File: config.mk
export PLATFORM = sky130hd
export DESIGN_NAME = pinx_core
export DESIGN_NICKNAME = d
export VERILOG_FILES = /design/src/rtl/pinx_pkg.sv /design/src/rtl/pinx_sync.sv /design/src/rtl/pinx_rstfilt.sv /design/src/rtl/pinx_drive.sv /design/src/rtl/pinx_core.sv
export SDC_FILE = /design/constraint.sdc
export NUM_CORES = 1
export LEC_CHECK = 0
export BUFFER_PORTS_ARGS = -buffer_cell sky130_fd_sc_hd__buf_2
export CORE_AREA = 2 2 92 129
export CTS_BUF_LIST = sky130_fd_sc_hd__clkbuf_4 sky130_fd_sc_hd__clkbuf_8
export DETAILED_ROUTE_END_ITERATION = 8
export DIE_AREA = 0 0 94 131
export PLACE_DENSITY = 0.86
export SYNTH_ARGS = -nofsm -noshare
export SYNTH_HDL_FRONTEND = slang
export SYNTH_HIERARCHICAL = 1
export SYNTH_SLANG_ARGS = --single-unit
File: constraint.sdc
create_clock -name clk -period 3.26 [get_ports clk]
set_input_delay 0.489 -clock clk [delete_from_list [all_inputs] [get_ports clk]]
set_output_delay 0.489 -clock clk [all_outputs]
set_load 0.02 [all_outputs]
File: src/rtl/pinx_pkg.sv
package pinx_pkg;

    typedef enum logic [1:0] {
        RS_RUN,
        RS_FILTER,
        RS_HELD,
        RS_RECOVER
    } rst_state_e;

    localparam logic [7:0] A_IN0   = 8'h00;
    localparam logic [7:0] A_OUT0  = 8'h02;
    localparam logic [7:0] A_DIR0  = 8'h04;
    localparam logic [7:0] A_MSK0  = 8'h06;
    localparam logic [7:0] A_ID    = 8'h10;
    localparam logic [7:0] A_GCTL  = 8'h11;
    localparam logic [7:0] A_MODE0 = 8'h12;
    localparam logic [7:0] A_SRST  = 8'h7F;

    localparam int PP_BIT = 4;

endpackage

File: src/rtl/pinx_sync.sv
module pinx_sync #(
    parameter int   W       = 1,
    parameter logic RST_VAL = 1'b0
) (
    input  logic         clk,
    input  logic         rst_n,
    input  logic [W-1:0] d,
    output logic [W-1:0] q
);
    logic [W-1:0] meta_q;
    logic [W-1:0] stab_q;

    always_ff @(posedge clk or negedge rst_n) begin
        if (!rst_n) begin
            meta_q <= {W{RST_VAL}};
            stab_q <= {W{RST_VAL}};
        end else begin
            meta_q <= d;
            stab_q <= meta_q;
        end
    end

    assign q = stab_q;
endmodule

File: src/rtl/pinx_rstfilt.sv
module pinx_rstfilt
    import pinx_pkg::*;
#(
    parameter int FILT_CYCLES = 2000,
    parameter int REC_CYCLES  = 150
) (
    input  logic clk,
    input  logic rst_n,
    input  logic hw_s,
    output logic core_clr,
    output logic acc_ok
);
    localparam int MAXC = (FILT_CYCLES > REC_CYCLES) ? FILT_CYCLES : REC_CYCLES;
    localparam int CW   = $clog2(MAXC + 1);

    rst_state_e st_q, st_nx;
    logic [CW-1:0] cnt_q;

    // state register
    always_ff @(posedge clk or negedge rst_n) begin
        if (!rst_n) begin
            st_q  <= RS_RUN;
            cnt_q <= '0;
        end else begin
            st_q <= st_nx;
            if (st_nx != st_q || st_q == RS_RUN || st_q == RS_HELD)
                cnt_q <= '0;
            else
                cnt_q <= cnt_q + 1'b1;
        end
    end

    // next state
    always_comb begin
        st_nx = st_q;
        unique case (st_q)
            RS_RUN:     if (!hw_s) st_nx = RS_FILTER;
            RS_FILTER:  if (hw_s) st_nx = RS_RUN;
                        else if (cnt_q == CW'(FILT_CYCLES - 1)) st_nx = RS_HELD;
            RS_HELD:    if (hw_s) st_nx = RS_RECOVER;
            RS_RECOVER: if (!hw_s) st_nx = RS_FILTER;
                        else if (cnt_q == CW'(REC_CYCLES - 1)) st_nx = RS_RUN;
            default:    st_nx = RS_RUN;
        endcase
    end

    // outputs
    always_comb begin
        core_clr = 1'b0;
        acc_ok   = 1'b0;
        unique case (st_q)
            RS_RUN:     acc_ok = 1'b1;
            RS_FILTER:  acc_ok = 1'b1;
            RS_HELD:    core_clr = 1'b1;
            RS_RECOVER: acc_ok = 1'b0;
            default:    acc_ok = 1'b0;
        endcase
    end
endmodule

File: src/rtl/pinx_drive.sv
module pinx_drive #(
    parameter int PORT_W     = 8,
    parameter bit OD_CAPABLE = 1'b0
) (
    input  logic [PORT_W-1:0] lvl,
    input  logic [PORT_W-1:0] dir,
    input  logic [PORT_W-1:0] mode,
    input  logic              pp,
    output logic [PORT_W-1:0] oe,
    output logic [PORT_W-1:0] out
);
    logic              pp_eff;
    logic [PORT_W-1:0] en;

    assign pp_eff = pp || !OD_CAPABLE;
    assign en     = mode & ~dir;
    assign oe     = pp_eff ? en : (en & ~lvl);
    assign out    = pp_eff ? (en & lvl) : '0;
endmodule

File: src/rtl/pinx_core.sv
module pinx_core
    import pinx_pkg::*;
#(
    parameter int          PORT_W      = 8,
    parameter int          FILT_CYCLES = 2000,
    parameter int          REC_CYCLES  = 150,
    parameter logic [7:0]  CHIP_ID     = 8'h23
) (
    input  logic                   clk,
    input  logic                   rst_n,
    input  logic                   hw_rst_n,
    input  logic [7:0]             reg_addr,
    input  logic [PORT_W-1:0]      reg_wdata,
    input  logic                   reg_wr,
    input  logic                   reg_rd,
    output logic [PORT_W-1:0]      reg_rdata,
    input  logic [2*PORT_W-1:0]    pin_in,
    output logic [2*PORT_W-1:0]    pin_oe,
    output logic [2*PORT_W-1:0]    pin_out,
    output logic                   int_n
);
    localparam int NPORT = 2;
    localparam int NPIN  = NPORT * PORT_W;

    logic [NPIN-1:0] pin_s;
    logic            hw_s;
    logic            core_clr;
    logic            acc_ok;

    pinx_sync #(.W(NPIN), .RST_VAL(1'b0)) u_pin_sync (
        .clk(clk), .rst_n(rst_n), .d(pin_in), .q(pin_s)
    );

    pinx_sync #(.W(1), .RST_VAL(1'b1)) u_hw_sync (
        .clk(clk), .rst_n(rst_n), .d(hw_rst_n), .q(hw_s)
    );

    pinx_rstfilt #(.FILT_CYCLES(FILT_CYCLES), .REC_CYCLES(REC_CYCLES)) u_rst (
        .clk(clk), .rst_n(rst_n), .hw_s(hw_s),
        .core_clr(core_clr), .acc_ok(acc_ok)
    );

    logic [NPORT-1:0][PORT_W-1:0] in_v;
    logic [NPORT-1:0][PORT_W-1:0] out_q, dir_q, msk_q, mode_q, snap_q;
    logic                         pp0_q;
    logic [PORT_W-1:0]            rdata_q;
    logic [PORT_W-1:0]            rd_mux;
    logic                         int_n_q;
    logic                         wr_ok, rd_ok, soft_clr, clr, pend;

    assign in_v     = pin_s;
    assign wr_ok    = reg_wr && acc_ok;
    assign rd_ok    = reg_rd && acc_ok;
    assign soft_clr = wr_ok && (reg_addr == A_SRST) && (reg_wdata == '0);
    assign clr      = core_clr || soft_clr;
    assign pend     = |((in_v ^ snap_q) & ~msk_q);

    // register file
    always_ff @(posedge clk or negedge rst_n) begin
        if (!rst_n) begin
            out_q  <= '0;
            dir_q  <= '1;
            msk_q  <= '1;
            mode_q <= '1;
            pp0_q  <= 1'b0;
            snap_q <= '0;
        end else if (clr) begin
            out_q  <= '0;
            dir_q  <= '1;
            msk_q  <= '1;
            mode_q <= '1;
            pp0_q  <= 1'b0;
            snap_q <= in_v;
        end else begin
            for (int k = 0; k < NPORT; k++) begin
                if (wr_ok && reg_addr == A_OUT0 + 8'(k))  out_q[k]  <= reg_wdata;
                if (wr_ok && reg_addr == A_DIR0 + 8'(k))  dir_q[k]  <= reg_wdata;
                if (wr_ok && reg_addr == A_MSK0 + 8'(k))  msk_q[k]  <= reg_wdata;
                if (wr_ok && reg_addr == A_MODE0 + 8'(k)) mode_q[k] <= reg_wdata;
                if (rd_ok && reg_addr == A_IN0 + 8'(k))   snap_q[k] <= in_v[k];
            end
            if (wr_ok && reg_addr == A_GCTL) pp0_q <= reg_wdata[PP_BIT];
        end
    end

    // read mux
    always_comb begin
        rd_mux = '0;
        for (int k = 0; k < NPORT; k++) begin
            if (reg_addr == A_IN0 + 8'(k))   rd_mux = in_v[k];
            if (reg_addr == A_OUT0 + 8'(k))  rd_mux = out_q[k];
            if (reg_addr == A_DIR0 + 8'(k))  rd_mux = dir_q[k];
            if (reg_addr == A_MSK0 + 8'(k))  rd_mux = msk_q[k];
            if (reg_addr == A_MODE0 + 8'(k)) rd_mux = mode_q[k];
        end
        if (reg_addr == A_ID)   rd_mux = PORT_W'(CHIP_ID);
        if (reg_addr == A_GCTL) rd_mux[PP_BIT] = pp0_q;
    end

    always_ff @(posedge clk or negedge rst_n) begin
        if (!rst_n) begin
            rdata_q <= '0;
            int_n_q <= 1'b1;
        end else begin
            if (reg_rd) rdata_q <= acc_ok ? rd_mux : '0;
            int_n_q <= clr ? 1'b1 : !pend;
        end
    end

    assign reg_rdata = rdata_q;
    assign int_n     = int_n_q;

    // per-port drivers; only port 0 can run open-drain
    for (genvar k = 0; k < NPORT; k++) begin : g_port
        pinx_drive #(.PORT_W(PORT_W), .OD_CAPABLE(k == 0)) u_drv (
            .lvl(out_q[k]), .dir(dir_q[k]), .mode(mode_q[k]), .pp(pp0_q),
            .oe(pin_oe[k*PORT_W +: PORT_W]), .out(pin_out[k*PORT_W +: PORT_W])
        );
    end
endmodule

==> metrics.log, run 1 <==
INFO  metric cell_internal_pwr = 2.650 mW
INFO  metric first_global_vias = 5895
INFO  metric post_drt_wl_per_cell = 23.69 um
INFO  metric slew_headroom = 0.4306
INFO  metric fin_hold_ws = 0.1326 ns
INFO  metric cts.htree.levels = 4
INFO  metric areaGrowthSynthToFinish = 13.15%
INFO  metric synthCells = 673
INFO  metric worstPathMaxFanout = 18
INFO  metric postSynthNetCount = 712
INFO  metric power_leakage = 3.861 nW
INFO  metric crit_path_cell_trace = nor2b_1 > nor3b_1 > buf_2
INFO  metric netlist_top_cells_count = nand2_1, dfrtp_1, dfstp_2, mux2i_1, nor2_1
INFO  metric max_freq = 427.8 MHz
INFO  metric globalplace.congestion = 0.9958
INFO  metric sw_frac_of_total = 0.2882
INFO  metric cts_tree = done
INFO  metric timing.clock.skew = 0.01247 ns
INFO  metric sequential_cell_area_fraction_in_the_yosys_report = 0.4932
INFO  metric p_sw = 1.073 mW
INFO  metric detailedRoute.firstPassIterationCount = 5
INFO  metric placedInstanceArea = 7575 um^2
INFO  metric core_region_area = 11220 um^2
INFO  metric ctsRootBufferMaster = clkbuf_8
INFO  metric grt_use_total = 0.3620
INFO  metric worstSetupPathType = register to primary output
INFO  metric die-height = 131 um
INFO  metric cts_sinks = 137
INFO  metric insertion_delay = 0.44 ns
INFO  metric clkTransAtPathRegs = 0.09 ns
INFO  metric ys_top_cells_by_area = dfrtp_1, dfstp_2, mux2i_1, nand2_1, mux2_2
INFO  metric async_reset_ff_frac = 1.000
INFO  metric min-delay-path-class = primary input to register
INFO  metric hpwlAfterDp = 15400 um
INFO  metric die_x = 94 um
INFO  metric synth_top_area_frac = 0.3039
INFO  metric vdd.ir_drop.worst = 477.8 uV
INFO  metric number_of_nets_still_failing_antenna_checks_after_routing = 0
INFO  metric antenna_cells_inserted = 0
INFO  metric cts_setup_buffers = 0
INFO  metric crit_path_required_time = 2.77 ns
INFO  metric mappedNetlistArea = 7081 um^2
INFO  metric yosys_register_bits = 137
INFO  metric grt_setup_unrepaired = false
INFO  metric setup_tns = 0 ns
INFO  metric routed_via_density = 6.532
INFO  metric total_power = 3.723 mW
INFO  metric grt_overflow_total = 0
INFO  metric critical_path_top_delay_cell = dfrtp_1
INFO  metric cpPeakStageDelay = 0.75 ns
INFO  metric ys_warn_count = 6
INFO  metric cts.repair.resized = 0
INFO  metric vias = 5853
INFO  metric status = complete, no violations
INFO  metric setup.worst_path.start_class = register
INFO  metric syn-mean-instance-area = 10.52 um^2
INFO  metric timing.final.crit_period = 2.338 ns
INFO  metric power_per_cell_area = 464.8 nW/um^2
INFO  metric power.share.combinational = 0.092
INFO  metric global_route_wire_length_before_repair = 32690 um
INFO  metric holdPathStages = 1
INFO  metric port_buffers = 77
INFO  metric detailed_router_s_first_iteration_violation_count = 454
INFO  metric dp_cells = 864
INFO  metric crit_path_end_kind = primary output
INFO  metric count_of_different_cell_masters_after_synthesis = 86
INFO  metric timing.final.crit_share = 0.7171
INFO  metric worstRegToRegCells = 7
INFO  metric clock_power_share = 0.404
INFO  metric grt_antenna_before_repair = 0
INFO  metric seq_power_share = 0.505
INFO  metric post-route-cell-area = 8011 um^2
INFO  metric synth_area_leader_cell = dfrtp_1
INFO  metric drive_above_1_share = 0.3112
INFO  metric cts_buffers = 17
INFO  metric placementRows = 46
INFO  metric grt_max_degree = 67
INFO  metric synthMostInstantiatedCell = nand2_1
INFO  metric initial_utilization = 0.6309
INFO  metric synth_ff_type = dfrtp_1
INFO  metric setup_viol = 0
INFO  metric totalWireLength = 21230 um
INFO  metric critical_path_arrival = 1.85 ns
INFO  metric layout.cells.non_filler = 896
INFO  metric number_of_nets_in_the_layout = 778
INFO  metric max_slew.worst_pin.slew = 0.8541 ns
INFO  metric synth-edff-count = 0
INFO  metric timing.final.max_slew_violations = 0
INFO  metric hold_violations_final = 0
INFO  metric timing.max_cap.violations = 0
INFO  metric floorplan.io_pins = 78
INFO  metric clock_tree.buffer_depth = 2
INFO  metric drc = 0
INFO  metric floorplan.die_area = 12310 um^2
INFO  metric post_cts_hold_buffer_count = 0
-- cell usage in the layout, fill, tap and decap left out, types with 12 or more instances in the layout --
cell type | netlist | final
buf_2 | 12 | 76
buf_4 | 1 | 13
clkbuf_8 | 0 | 17
dfrtp_1 | 86 | 86
dfstp_2 | 51 | 51
mux2_2 | 19 | 19
mux2i_1 | 43 | 43
nand2_1 | 102 | 102
nand3_1 | 40 | 40
nor2_1 | 41 | 41
nor2b_1 | 12 | 12
o22ai_1 | 14 | 14
xnor2_1 | 19 | 19
-- power groups by stage --
stage | sequential (mW) | combinational (mW) | clock, mW
2_1_floorplan | 1.87 | 0.205 | 0
3_3_place_gp | 1.90 | 0.324 | 0
3_5_place_dp | 1.91 | 0.335 | 0
4_1_cts | 1.88 | 0.338 | 1.51
5_1_grt | 1.89 | 0.368 | 1.59
6_report | 1.88 | 0.341 | 1.50
-- worst paths after layout --
| path | from | end | slack, ns |
|---|---|---|---|
| worst max-delay path | pp0_q$_DFFE_PN0P_ | pin_oe[1] | 0.92 |
| worst min-delay path | hw_rst_n | u_hw_sync/meta_q$_DFF_PN1_ | 0.13 |
| worst max register to register | u_rst/st_q[1]$_DFF_PN0_ | int_n$_DFF_PN1_ | 1.05 |
| worst min register to register | u_pin_sync/meta_q[0]$_DFF_PN0_ | u_pin_sync/q[0]$_DFF_PN0_ | 0.36 |
| max in group asynchronous | rst_n | msk_q[2]$_DFFE_PN1P_ | 2.25 |
| min in group asynchronous | rst_n | out_q[9]$_DFFE_PN0P_ | 0.15 |
-- area by class of cell --
type                    count  area (um^2)
fillers                   862         3212
multi-input cells         482         3363
flip-flops and latches    137         3492
repair buffers             90        498.0
clock inverters            15        202.7
inverters                  11        41.29
well taps                 144        180.2
clock buffers              17        234.0
-- critical path, delay by kind of cell (launching register included) --
| kind | cells | cell delay [ns] |
|---|---|---|
| buf+inv | 1 | 0.22 |
| flops | 1 | 0.75 |
| simple gates | 2 | 0.44 |
-- flip-flops by register name, summed over array words and instances (netlist names), 2 cells and up --
signal and count:
out_q 16, u_rst/st_q 2, u_pin_sync/q 16, u_rst/cnt_q 11, mode_q 16, dir_q 16, msk_q 16, u_pin_sync/meta_q 16
reg_rdata 8, snap_q 16
-- logic make-up after synthesis --
kind of cell,synth area share
xor gates and xnor gates,0.03216
DFF,0.4932
AOI/OAI and AO/OA,0.1124
muxes,0.09101
buffers and inverters,0.03340
and+or+nand+nor,0.2343
adders and majority gates,0.003534
-- metrics by stage --
| stage | setup WS [ns] | util |
|---|---|---|
| after global routing | 0.8568 | 0.7138 |
| after CTS | 0.9380 | 0.7138 |
| final | 0.9224 | 0.7138 |
| after global placement | 0.6897 | 0.6749 |
| after detailed placement | 0.5985 | 0.6749 |
| after floorplan | 1.143 | - |
-- routing by layer --
layer  GRT usage  share of wire
met1      0.4298           0.37
met5           0              0
met4      0.2498          0.071
met3     0.06135          0.061
met2      0.6000           0.50
Power figures use the tool's default switching activity.
==> run 2: changes to the inputs <==
ABC_AREA = 1   (was not set)
CORE_AREA = 2 2 93 131   (was 2 2 92 129)
DIE_AREA = 0 0 95 133   (was 0 0 94 131)
PLACE_DENSITY = 0.82   (was 0.86)
clock period = 2.25 ns   (was 3.26 ns; I/O delays follow)
==> run 2 against run 1 <==
Compared with the run above: count of clock-buffer cells in the layout up 7; die area increased by 2.6%; clock power grew 51%; utilization shrank 2.0 points; register-to-register slack worse by 0.83 ns.
==> metrics.log, run 2 <==
INFO  metric status = complete, no violations
INFO  metric setup.worst_path.start = u_rst/st_q[1]$_DFF_PN0_
INFO  metric synth_area_leader_cell = dfrtp_1
INFO  metric die-height = 133 um (+1.5%)
INFO  metric critical_path_arrival = 2.40 ns (+0.55 ns)
INFO  metric setup_viol = 0 (unchanged)
INFO  metric power_per_cell_area = 1188 nW/um^2 (+160%)
INFO  metric mostFrequentLayoutCells = nand2_1, nor2_1, inv_1
INFO  metric cts_setup_buffers = 0 (unchanged)
INFO  metric worstRegToRegCells = 9 (+2)
INFO  metric die_x = 95 um (+1.1%)
INFO  metric timing.max_cap.violations = 0 (unchanged)
INFO  metric vias = 5838 (-0.26%)
INFO  metric vdd.ir_drop.worst = 670.3 uV (+40%)
INFO  metric post_drt_wl_per_cell = 15.44 um (-35%)
INFO  metric worstSetupPathType = register to register
INFO  metric number_of_nets_in_the_layout = 1005 (+29%)
INFO  metric max_freq = 492.0 MHz
INFO  metric crit_path_required_time = 2.61 ns (-0.16 ns)
INFO  metric ctsRootBufferMaster = clkbuf_8
INFO  metric grt_use_total = 0.2987 (-0.06325)
INFO  metric crit-reg2reg-capture = msk_q[3]$_DFFE_PN1P_
INFO  metric setup.reg_to_reg.worst_slack = 0.22 ns (-0.83 ns)
INFO  metric grt_overflow_total = 0 (unchanged)
INFO  metric cell_internal_pwr = 5.872 mW (+120%)
INFO  metric timing.final.crit_period = 2.032 ns
INFO  metric drive_above_1_share = 0.2543 (-0.05683)
INFO  metric ys_top_cells_by_area = dfrtp_1, dfstp_2, nand2_1, nor2_1, inv_1
INFO  metric number_of_nets_still_failing_antenna_checks_after_routing = 0 (unchanged)
INFO  metric synth_top_area_frac = 0.3151 (+0.01114)
INFO  metric synthCells = 854 (+27%)
INFO  metric slew_headroom = 0.5356 (+0.1049)
INFO  metric power.share.combinational = 0.327 (+0.235)
INFO  metric setup_tns = 0 ns (unchanged)
INFO  metric globalplace.congestion = 1.006 (+0.98%)
INFO  metric cts_sinks = 137 (unchanged)
INFO  metric crit_path_end_kind = register
INFO  metric port_buffers = 77 (unchanged)
INFO  metric totalWireLength = 17390 um (-18%)
INFO  metric syn-mean-instance-area = 7.998 um^2 (-24%)
INFO  metric worstPathMaxFanout = 31 (+13)
INFO  metric timing.clock.skew = 0.01852 ns (+0.006046 ns)
INFO  metric count_of_different_cell_masters_after_synthesis = 39 (-55%)
INFO  metric timing.final.crit_share = 0.9033
INFO  metric areaGrowthSynthToFinish = 17.64%
INFO  metric floorplan.die_area = 12640 um^2 (+2.6%)
INFO  metric final_common_cell = nand2_1
INFO  metric cts.htree.levels = 4 (unchanged)
INFO  metric detailed_router_s_first_iteration_violation_count = 436 (-4.0%)
INFO  metric min-delay-path-class = primary input to register
INFO  metric cts_buffers = 17 (unchanged)
INFO  metric first_global_vias = 5689 (-3.5%)
INFO  metric netlist_top_cells_count = nand2_1, nor2_1, inv_1, dfrtp_1, dfstp_2
INFO  metric floorplan.io_pins = 78 (unchanged)
INFO  metric cts_tree = done
INFO  metric insertion_delay = 0.45 ns (about the same)
INFO  metric grt_max_degree = 56 (-16%)
INFO  metric hpwlAfterDp = 13140 um (-15%)
INFO  metric setup.worst_path.start_class = register
INFO  metric synth-edff-count = 0 (unchanged)
INFO  metric max_slew.worst_pin.slew = 0.6967 ns (-0.1574 ns)
INFO  metric routed_via_density = 5.185 (-21%)
INFO  metric detailedPlace.worstSlack = 0.05451 ns (-0.5440 ns)
INFO  metric yosys_register_bits = 137 (unchanged)
INFO  metric synthMostInstantiatedCell = nand2_1
INFO  metric grt_setup_unrepaired = false
INFO  metric core_region_area = 11580 um^2 (+3.2%)
INFO  metric sequential_cell_area_fraction_in_the_yosys_report = 0.5113 (+0.01807)
INFO  metric total_power = 9.548 mW (+160%)
INFO  metric clock_tree.buffer_depth = 2 (unchanged)
INFO  metric async_reset_ff_frac = 1.000 (unchanged)
INFO  metric drc = 0 (unchanged)
INFO  metric global_route_wire_length_before_repair = 28120 um (-14%)
INFO  metric mappedNetlistArea = 6830 um^2 (-3.5%)
INFO  metric layout.core_utilization = 0.6936 (-0.02023)
INFO  metric synth_ff_type = dfrtp_1
INFO  metric postSynthNetCount = 893 (+25%)
INFO  metric critPathCapture = msk_q[3]$_DFFE_PN1P_
INFO  metric timing.final.max_slew_violations = 0 (unchanged)
INFO  metric p_sw = 3.676 mW (+240%)
INFO  metric setup_ws = 0.2176 ns (-0.7048 ns)
INFO  metric detailedRoute.firstPassIterationCount = 5 (unchanged)
INFO  metric antenna_cells_inserted = 0 (unchanged)
INFO  metric placementRows = 47 (+2.2%)
INFO  metric clock_power_share = 0.238 (-0.166)
INFO  metric hold_violations_final = 0 (unchanged)
INFO  metric clkTransAtPathRegs = 0.09 ns (about the same)
INFO  metric grt_antenna_before_repair = 0 (unchanged)
INFO  metric power_leakage = 3.990 nW (+3.4%)
INFO  metric seq_power_share = 0.435 (-0.070)
INFO  metric sw_frac_of_total = 0.3850 (+0.09680)
INFO  metric initial_utilization = 0.5896 (-0.04129)
INFO  metric ys_warn_count = 6 (unchanged)
INFO  metric crit-reg2reg-launch = u_rst/st_q[1]$_DFF_PN0_
run 2: cell count changes after synthesis, sizes merged, moves of 14 or more:
| cell | change |
|---|---|
| nand2 | +151 |
| nor2 | +112 |
| inv | +104 |
| mux2i | -43 |
| o21ai | +39 |
| a21oi | +38 |
| clkbuf | -25 |
| mux2 | -19 |
| xnor2 | -17 |
| nor2b | -14 |
| o22ai | -14 |
run 2: what timing repair did:
action                                 4_1_cts  5_1_grt
setup endpoints to repair                    0       26
endpoints found under the hold margin       49        0
hold buffers                                18        0
gates resized for setup                      0        3
run 2: how the worst min path moves through the flow:
| stage | to | depth (start not counted) | slack, ns | start |
|---|---|---|---|---|
| after floorplan | out_q[0]$_DFFE_PN0P_ | 0 | 0.04 | rst_n |
| after global placement | u_pin_sync/q[8]$_DFF_PN0_ | 0 | 0.33 | u_pin_sync/meta_q[8]$_DFF_PN0_ |
| after detailed placement | u_pin_sync/q[13]$_DFF_PN0_ | 0 | 0.33 | u_pin_sync/meta_q[13]$_DFF_PN0_ |
| after CTS | pp0_q$_DFFE_PN0P_ | 3 | 0.18 | reg_wdata[4] |
| after global routing | pp0_q$_DFFE_PN0P_ | 3 | 0.20 | reg_wdata[4] |
| final | pp0_q$_DFFE_PN0P_ | 3 | 0.20 | reg_wdata[4] |
run 2: area by class of cell:
type                            instances  area [um^2]
Clock buffer                           24        305.3
Inverter                              116        437.9
Sequential cell                       137         3492
Multi-Input combinational cell        586         2781
Clock inverter                          8        143.9
Fill cell                             978         3550
Tap cell                              147        183.9
Timing Repair Buffer                  108        690.7
run 2: logic make-up after synthesis:
kind of cell,share of synthesized area
flops,0.5113
simple gates,0.3026
buf+inv,0.08390
compound gates,0.08701
fa+ha+maj,0.003663
xor+xnor,0.01154
run 2: through the flow:
| stage | hold WS [ns] | cell area [um^2] | instances |
|---|---|---|---|
| 6_report | 0.1998 | 8035 | 1126 |
| 5_1_grt | 0.2019 | 8035 | 1126 |
| 4_1_cts | 0.1819 | 8019 | 1126 |
| 3_5_place_dp | 0.3347 | 7390 | 1076 |
| 3_3_place_gp | 0.3314 | 7390 | 1076 |
| 2_1_floorplan | 0.04191 | 6830 | 854 |
run 2: critical path, stage by stage, from the launching register on:
cell	delay, ns
dfrtp_1	0.46
inv_1	0.17
nand2_4	0.10
nor4_2	0.22
nand4_1	0.17
nand2_4	0.19
inv_4	0.20
o21ai_4	0.23
nor2_1	0.08
a21oi_1	0.14
run 2: layer usage:
metal / global-route usage / part of all wire / vias up
li1: - / - / 2884
met1: 0.3742 / 0.40 / 2668
met2: 0.4661 / 0.48 / 218
met3: 0.06036 / 0.054 / 68
met4: 0.1932 / 0.059 / 0
met5: 0 / 0 / -
run 2: power by group through the flow:
stage,combinational [mW],sequential [mW],clock (mW)
floorplan,2.36,3.95,0
global placement,2.97,4.15,0
detailed placement,3.06,4.18,0
CTS,3.12,4.14,2.30
global route,3.55,4.25,2.42
finish,3.13,4.15,2.27
==> run 3: changes to the inputs <==
CORE_AREA = 2 2 122 171   (was 2 2 93 131)
CTS_BUF_LIST = sky130_fd_sc_hd__clkbuf_4   (was sky130_fd_sc_hd__clkbuf_4 sky130_fd_sc_hd__clkbuf_8)
DIE_AREA = 0 0 124 173   (was 0 0 95 133)
PLACE_DENSITY = 0.53   (was 0.82)
==> run 3 against run 2 <==
Compared with the run above: worst hold slack lost 0.13 ns; flip-flop and latch count is the same; non-clock buffer count grew 11; global-route usage shrank 11 points; wire length grew 8.1%; count of clock-buffer cells in the layout shrank 7; total power shrank 2.1%; setup slack gained 0.0088 ns; critical path type unchanged; critical endpoint is now dir_q[5]$_DFFE_PN1P_; largest cell class unchanged; largest power group unchanged.
==> metrics.log, run 3 (same netlist as run 2, synthesis figures left out) <==
INFO  metric clock_tree.buffer_depth = 2 (unchanged)
INFO  metric drive_above_1_share = 0.2646 (+0.01031)
INFO  metric worstSetupPathType = register to register
INFO  metric dp_cells = 1192 (+11%)
INFO  metric worstRegToRegCells = 7 (-2)
INFO  metric hpwlAfterDp = 14430 um (+9.8%)
INFO  metric number_of_nets_still_failing_antenna_checks_after_routing = 0 (unchanged)
INFO  metric initial_utilization = 0.3442 (-0.2454)
INFO  metric setup.reg_to_reg.worst_slack = 0.23 ns (about the same)
INFO  metric totalWireLength = 18790 um (+8.1%)
INFO  metric power_per_cell_area = 1146 nW/um^2 (-3.6%)
INFO  metric timing.final.max_slew_violations = 0 (unchanged)
INFO  metric grt_antenna_before_repair = 1 (+1)
INFO  metric cts_sinks = 137 (unchanged)
INFO  metric layout.cells.non_filler = 1243 (+10%)
INFO  metric die_x = 124 um (+31%)
INFO  metric crit-reg2reg-capture = dir_q[5]$_DFFE_PN1P_
INFO  metric routed_via_density = 4.648 (-10%)
INFO  metric critical_path_arrival = 2.49 ns (+0.09 ns)
INFO  metric clkTransAtPathRegs = 0.13 ns (+0.04 ns)
INFO  metric global_route_wire_length_before_repair = 30220 um (+7.5%)
INFO  metric power_leakage = 3.986 nW (-0.11%)
INFO  metric setup_viol = 0 (unchanged)
INFO  metric timing.final.crit_share = 0.8994 (-0.003895)
INFO  metric floorplan.io_pins = 78 (unchanged)
INFO  metric max_freq = 494.1 MHz (+0.43%)
INFO  metric crit_path_end_kind = register
INFO  metric cts_buffers = 17 (unchanged)
INFO  metric grt_overflow_total = 0 (unchanged)
INFO  metric min-delay-path-class = primary input to register
INFO  metric mostFrequentLayoutCells = nand2_1, nor2_1, inv_1
INFO  metric core_region_area = 19840 um^2 (+71%)
INFO  metric detailed_router_s_first_iteration_violation_count = 334 (-23%)
INFO  metric timing.clock.skew = 0.02377 ns (+0.005247 ns)
INFO  metric timing.final.crit_period = 2.024 ns (-0.008764 ns)
INFO  metric critPathCapture = dir_q[5]$_DFFE_PN1P_
INFO  metric first_global_vias = 5559 (-2.3%)
INFO  metric setup_ws = 0.2263 ns (+0.008764 ns)
INFO  metric grt_setup_unrepaired = false
INFO  metric timing.max_cap.violations = 0 (unchanged)
INFO  metric grt_use_total = 0.1873 (-0.1114)
INFO  metric port_buffers = 77 (unchanged)
INFO  metric setup.worst_path.start_class = register
INFO  metric slew_headroom = 0.4192 (-0.1164)
INFO  metric placementRows = 61 (+30%)
INFO  metric vias = 5778 (-1.0%)
INFO  metric insertion_delay = 0.57 ns (+0.12 ns)
INFO  metric globalplace.congestion = 0.9047 (-10%)
INFO  metric post_drt_wl_per_cell = 15.12 um (-2.1%)
INFO  metric areaGrowthSynthToFinish = 19.42%
INFO  metric ctsRootBufferMaster = clkbuf_4
INFO  metric cts_tree = done
INFO  metric die-height = 173 um (+30%)
INFO  metric detailedPlace.worstSlack = 0.01696 ns (-0.03755 ns)
INFO  metric worstPathMaxFanout = 7 (-77%)
INFO  metric floorplan.die_area = 21450 um^2 (+70%)
INFO  metric detailedRoute.firstPassIterationCount = 5 (unchanged)
INFO  metric vdd.ir_drop.worst = 326.7 uV (-51%)
INFO  metric hold_violations_final = 0 (unchanged)
INFO  metric max_slew.worst_pin.slew = 0.8681 ns (+0.1714 ns)
INFO  metric drc = 0 (unchanged)
INFO  metric setup_tns = 0 ns (unchanged)
INFO  metric fin_hold_ws = 0.07313 ns (-0.1267 ns)
INFO  metric cts.htree.levels = 4 (unchanged)
INFO  metric cts_setup_buffers = 0 (unchanged)
INFO  metric grt_max_degree = 52 (-7.1%)
INFO  metric crit-reg2reg-launch = u_rst/st_q[1]$_DFF_PN0_
INFO  metric final_common_cell = nand2_1
INFO  metric setup.worst_path.start = u_rst/st_q[1]$_DFF_PN0_
INFO  metric status = complete, no violations
INFO  metric number_of_nets_in_the_layout = 1016 (+1.1%)
INFO  metric crit_path_required_time = 2.72 ns (+0.11 ns)
[run 3: changes by cell type in the layout (fill, tap and decap cells not counted), moves of 3 or more]
cell and change:
buf_4 +11, clkbuf_4 +13, clkbuf_8 -20, clkinv_2 -3, clkinvlp_4 +3, inv_6 +5
[run 3: layer usage]
| metal | wire length (um) | global-route usage | up-vias |
|---|---|---|---|
| met3 | 856 | 0.03595 | 39 |
| met5 | 0 | 0 | - |
| met2 | 8844 | 0.2940 | 152 |
| met1 | 8327 | 0.2481 | 2668 |
| met4 | 763 | 0.08521 | 0 |
| li1 | - | - | 2919 |
[run 3: worst max-delay path, cell delays in order, from the launching register on]
cell and delay, ns:
dfrtp_1 0.47, inv_1 0.15, nor2_1 0.07, inv_1 0.12, nand2_2 0.12, buf_4 0.17, nor2_1 0.66, a21oi_1 0.17
[run 3: area by class of cell]
class | instances | area (um^2)
Clock inverter | 15 | 236.5
Clock buffer | 17 | 127.6
Tap cell | 252 | 315.3
Sequential cell | 137 | 3493
Timing Repair Buffer | 119 | 764.5
Multi-Input combinational cell | 586 | 2779
Antenna cell | 1 | 2.502
Fill cell | 2099 | 11690
Inverter | 116 | 437.9
[run 3: report_power, final]
part	internal, mW	total [mW]	switching, mW
clock network	1.02	2.04	1.02
logic	1.08	3.17	2.09
registers	3.49	4.14	0.653
total	5.58	9.35	3.76
[run 3: metrics by stage]
stage          utilization  power, mW  area [um^2]
5_1_grt             0.4110      10.08         8157
2_1_floorplan            -      6.309         6830
3_5_place_dp        0.3827      7.346         7595
3_3_place_gp        0.3827      7.297         7595
4_1_cts             0.4102      9.436         8139
6_report            0.4110      9.347         8157
[run 3: worst min path at each step]
stage	endpoint	start	depth (start not counted)	slack, ns
detailed placement	u_pin_sync/meta_q[1]$_DFF_PN0_	rst_n	1	0.31
global route	pp0_q$_DFFE_PN0P_	reg_wdata[4]	3	0.04
CTS	pp0_q$_DFFE_PN0P_	reg_wdata[4]	3	0.03
floorplan	out_q[0]$_DFFE_PN0P_	rst_n	0	0.04
global placement	u_pin_sync/meta_q[3]$_DFF_PN0_	rst_n	1	0.32
finish	pp0_q$_DFFE_PN0P_	reg_wdata[4]	3	0.07
[run 3: what timing repair did]
item	CTS	global route
setup endpoints to repair	0	16
hold buffers	18	0
endpoints found under the hold margin	51	0
resized for setup	0	4
